<file path="src/rtl/uidchk_pkg.sv">
package uidchk_pkg;
  localparam int unsigned BYTE_W = 8;

  typedef enum logic [0:0] {
    SCAN_ST = 1'b0,
    HELD_ST = 1'b1
  } scan_state_e;

  function automatic logic halves_match(input logic [BYTE_W-1:0] a,
                                        input logic [BYTE_W-1:0] b);
    return &(a ^ b);
  endfunction
endpackage

</file>
<file path="src/rtl/uid_seq_ctrl.sv">
module uid_seq_ctrl
  import uidchk_pkg::*;
#(
  parameter int unsigned HALF   = 16,
  parameter int unsigned COPIES = 16,
  localparam int unsigned OFF_W = $clog2(2*HALF),
  localparam int unsigned IW    = (HALF > 1) ? $clog2(HALF) : 1,
  localparam int unsigned CW    = (COPIES > 1) ? $clog2(COPIES) : 1
) (
  input  logic          clk,
  input  logic          rst_n,
  input  logic          start,
  input  logic          beat,
  input  logic          pair_match,
  output logic          store_en,
  output logic [IW-1:0] wr_idx,
  output logic [IW-1:0] rd_idx,
  output logic          pass_ev,
  output logic          done,
  output logic          error,
  output logic [CW-1:0] copy_idx
);
  localparam logic [OFF_W-1:0] LAST_OFF  = OFF_W'(2*HALF-1);
  localparam logic [OFF_W-1:0] HALF_OFF  = OFF_W'(HALF);
  localparam logic [CW-1:0]    LAST_COPY = CW'(COPIES-1);

  scan_state_e      state_q;
  logic [OFF_W-1:0] off_q;
  logic [CW-1:0]    cpy_q;
  logic             bad_q;
  logic             active, second, rec_end, fail_all_ev;

  always_comb begin
    active      = beat && (state_q == SCAN_ST);
    second      = off_q >= HALF_OFF;
    rec_end     = active && (off_q == LAST_OFF);
    pass_ev     = rec_end && !bad_q && pair_match;
    fail_all_ev = rec_end && !pass_ev && (cpy_q == LAST_COPY);
    store_en    = active && !second;
    wr_idx      = IW'(off_q);
    rd_idx      = IW'(off_q - HALF_OFF);
  end

  always_ff @(posedge clk or negedge rst_n) begin
    if (!rst_n) begin
      state_q  <= SCAN_ST;
      off_q    <= '0;
      cpy_q    <= '0;
      bad_q    <= 1'b0;
      done     <= 1'b0;
      error    <= 1'b0;
      copy_idx <= '0;
    end else begin
      done <= 1'b0;
      if (start) begin
        state_q <= SCAN_ST;
        off_q   <= '0;
        cpy_q   <= '0;
        bad_q   <= 1'b0;
        error   <= 1'b0;
      end else if (active) begin
        if (off_q == LAST_OFF) begin
          off_q <= '0;
          bad_q <= 1'b0;
          cpy_q <= (cpy_q == LAST_COPY) ? '0 : cpy_q + 1'b1;
        end else begin
          off_q <= off_q + 1'b1;
          bad_q <= bad_q | (second && !pair_match);
        end
        if (pass_ev) begin
          state_q  <= HELD_ST;
          done     <= 1'b1;
          copy_idx <= cpy_q;
        end
        if (fail_all_ev) begin
          state_q <= HELD_ST;
          done    <= 1'b1;
          error   <= 1'b1;
        end
      end
    end
  end
endmodule

</file>
<file path="config.mk">
export PLATFORM = sky130hd
export DESIGN_NAME = uid_seq_ctrl
export DESIGN_NICKNAME = d
export VERILOG_FILES = /design/src/rtl/uidchk_pkg.sv /design/src/rtl/uid_seq_ctrl.sv
export SDC_FILE = /design/constraint.sdc
export NUM_CORES = 1
export LEC_CHECK = 0
export BUFFER_PORTS_ARGS = -buffer_cell sky130_fd_sc_hd__buf_2
export CORE_UTILIZATION = 32
export DETAILED_ROUTE_END_ITERATION = 8
export MAX_ROUTING_LAYER = met4
export PLACE_DENSITY = 0.57
export SLEW_MARGIN = 25
export SYNTH_ARGS = -nofsm -noshare
export SYNTH_HDL_FRONTEND = slang
export SYNTH_SLANG_ARGS = --single-unit
</file>
<file path="constraint.sdc">
create_clock -name clk -period 1.8 [get_ports clk]
set_input_delay 0.09 -clock clk [delete_from_list [all_inputs] [get_ports clk]]
set_output_delay 0.09 -clock clk [all_outputs]
set_load 0.005 [all_outputs]
</file>
==> flow_metrics.py <==
metrics = {
    "outcome": {
        "status": "complete, no violations",
    },
    "detailed_routing": {
        "first_iter_violations": 4,
        "drc_errors": 0,
        "vias": 683,
        "antenna_left": 0,
        "routed_wl_um": 1730,
        "routed_via_density": 4.84,
        "drtPass1Iterations": 3,
        "wl_per_cell_um": 12.3,
    },
    "cells_and_area": {
        "most-common-layout-cells": "20 x buf_2, 17 x dfrtp_1, 9 x nand2_1",
        "drive_gt1_frac": 0.378,
        "final-seq-area_um2": 425,
        "finalNetCount": 120,
        "syn_to_final_growth_pct": 20.9,
        "antenna_cells": 0,
        "nFillCells": 254,
        "multi_input_area_um2": 423,
        "mostFrequentLayoutCell": "buf_2",
    },
    "logic_synthesis": {
        "netlist_area_um2": 911,
        "ys_types": 28,
        "post_synth.cell_area_avg_um2": 10.4,
        "synth_nets": 96,
        "synth_area_leader_cell": "dfrtp_1",
        "synth_top_area_frac": 0.467,
        "syn_inst": 88,
        "yosys_warnings": 0,
        "yosysSeqAreaShare": 0.467,
        "synth.ff_latch_count": 17,
        "synth_area_leaders": "dfrtp_1 47%, buf_4 6.6%, mux2_4 6.6%",
    },
    "worst_setup_path": {
        "arrival_ns": 1.94,
        "path_max_fanout": 4,
        "cp_num_buf_inv": 0,
        "cpMaxStageDelayCell": "or3_4",
        "worstPathCellList": "ha_2, and3_4, ha_4, nand3b_1, or3_4, mux2_4",
        "r2r-start": "off_q[0]",
        "cp.depth": 6,
        "worstRegToRegCells": 6,
        "start_kind": "register",
        "required_ns": 1.98,
        "cpLargestDelayFamily": "simple AND/OR/NAND/NOR gates",
        "startpoint": "off_q[0]",
        "slowest_delay_ns": 0.39,
        "critPathKind": "register to register",
        "crit_path_end_kind": "register",
    },
    "clock_network": {
        "clock_sinks": 17,
        "htreeDepth": 1,
        "clock-root-buffer": "clkbuf_4",
        "clk_pin_slew_ns": 0.10,
        "numCtsBuffers": 3,
        "cts_tree": "done",
        "clock_path_buffers": 2,
        "clk_latency_ns": 0.29,
    },
    "timing": {
        "fin_setup_tns_ns": 0,
        "slew_violations": 0,
        "setup_viol": 0,
        "hold_viol_final": 0,
        "skew_ns": 0.00491,
        "fin_crit_sh": 0.979,
        "max_freq_mhz": 568,
        "worstMarginPinSlew_ns": 0.392,
        "hold_slack_ns": 0.148,
        "rsz0062_at_grt": "yes",
        "slew_headroom": 0.739,
        "period_minus_slack_ns": 1.76,
    },
    "power_and_ir_drop": {
        "p_total_w": 0.000647,
        "swShare": 0.235,
        "combPwrFrac": 0.088,
        "p_int_w": 0.000495,
        "power_frac_clock": 0.314,
        "leakagePower_nw": 0.565,
        "sequentialPowerShare": 0.599,
        "irDropWorstVdd_v": 0.000395,
        "power.density_nw_per_um2": 588,
        "p_sw_w": 0.000152,
    },
    "floorplan": {
        "die-width_um": 55.4,
        "dieArea_um2": 3060,
        "core_um2": 2590,
        "io_pins": 21,
        "die-height_um": 55.4,
        "start_util": 0.352,
        "rows": 18,
    },
    "flow_run": {
        "maxCapViolCount": 0,
    },
    "hold_path": {
        "holdPathStages": 2,
        "hold_path_class": "input port to register",
        "hp-start": "start",
    },
    "grt": {
        "grt_max_degree": 18,
        "grt_util_all_layers": 0.129,
        "grt_overflow_total": 0,
        "grt_pass1_vias": 682,
        "grt_pass1_wl_um": 3040,
        "antenna_found_initial": 0,
    },
    "placement": {
        "hpwl_um": 1290,
        "place_congestion": 0.804,
        "port_buffers": 20,
    },
}
worst reg2reg max path: cells and delay by family (launching register included):
kind	cells	cell delay (ns)
mux	1	0.31
simple gates	3	0.67
fa+ha+maj	2	0.30
flops	1	0.37
power by group through the flow:
stage,Clock (W),Sequential (W),Combinational (W)
after detailed placement,0,0.000395,0.0000562
final,0.000203,0.000387,0.0000567
after global routing,0.000225,0.000388,0.0000648
after global placement,0,0.000395,0.0000556
after floorplan,0,0.000397,0.0000308
after CTS,0.000211,0.000387,0.0000579
routing by layer:
layer | part of all wire | wire length (um) | GRT usage
met1 | 0.52 | 896 | 0.170
met2 | 0.45 | 772 | 0.189
met5 | 0 | 0 | -
met4 | 0.0081 | 14 | 0.0643
met3 | 0.028 | 49 | 0.0234
cell families after synthesis:
| kind of cell | synth area share |
|---|---|
| buffers and inverters | 0.0948 |
| muxes | 0.0659 |
| xor gates and xnor gates | 0.0192 |
| adders and majority gates | 0.0412 |
| and+or+nand+nor | 0.224 |
| DFF | 0.467 |
| AOI/OAI and AO/OA | 0.0879 |
what timing repair did:
item	4_1_cts	5_1_grt
resized for setup	0	2
pin swaps	3	4
buffers inserted	0	1
hold buffers	1	0
endpoints found under the hold margin	17	0
setup endpoints to repair	3	5
flip-flops by register name, indices dropped and copies added (netlist names):
name	count
copy_idx	4
state_q	1
off_q	5
bad_q	1
done	1
cpy_q	4
error	1
layout make-up:
| class | instances | area share |
|---|---|---|
| sequential | 17 | 0.386 |
| timing repair buffer | 30 | 0.165 |
| inverter | 2 | 0.00682 |
| multi-input combinational | 58 | 0.384 |
| clock buffer | 4 | 0.0239 |
| tap | 30 | 0.0341 |
path summary, 6_finish.rpt:
path	to	slack, ns
setup / recovery	copy_idx[1]	0.04
hold / removal	off_q[1]	0.15
setup reg to reg	copy_idx[1]	0.04
hold reg to reg	error	0.51
max in group asynchronous	cpy_q[3]	1.27
min in group asynchronous	off_q[4]	0.24
per-stage QoR:
stage	cell area (um^2)	utilization	cells	setup slack, ns
floorplan	931	-	88	-0.0612
global placement	1050	0.405	135	0.0320
detailed placement	1050	0.405	135	-0.0131
CTS	1090	0.419	140	0.00501
global route	1100	0.425	141	-0.0225
finish	1100	0.425	141	0.0381
synth_stat cells (all sizes together):
master and n:
and3b 1, dfrtp 17, or4 1, and4bb 1, nand3b 3, and2b 1
nor3 1, clkbuf 2, or3 3, buf 9, xnor2 1, mux2 4
nand4b 2, nand3 1, inv 2, nand2 9, ha 3, xor2 1
o21bai 1, a31oi 3, o21ai 2, nand2b 2, nor2b 2, and3 2
nor2 6, a21oi 8
(Power assumes the default switching activity.)
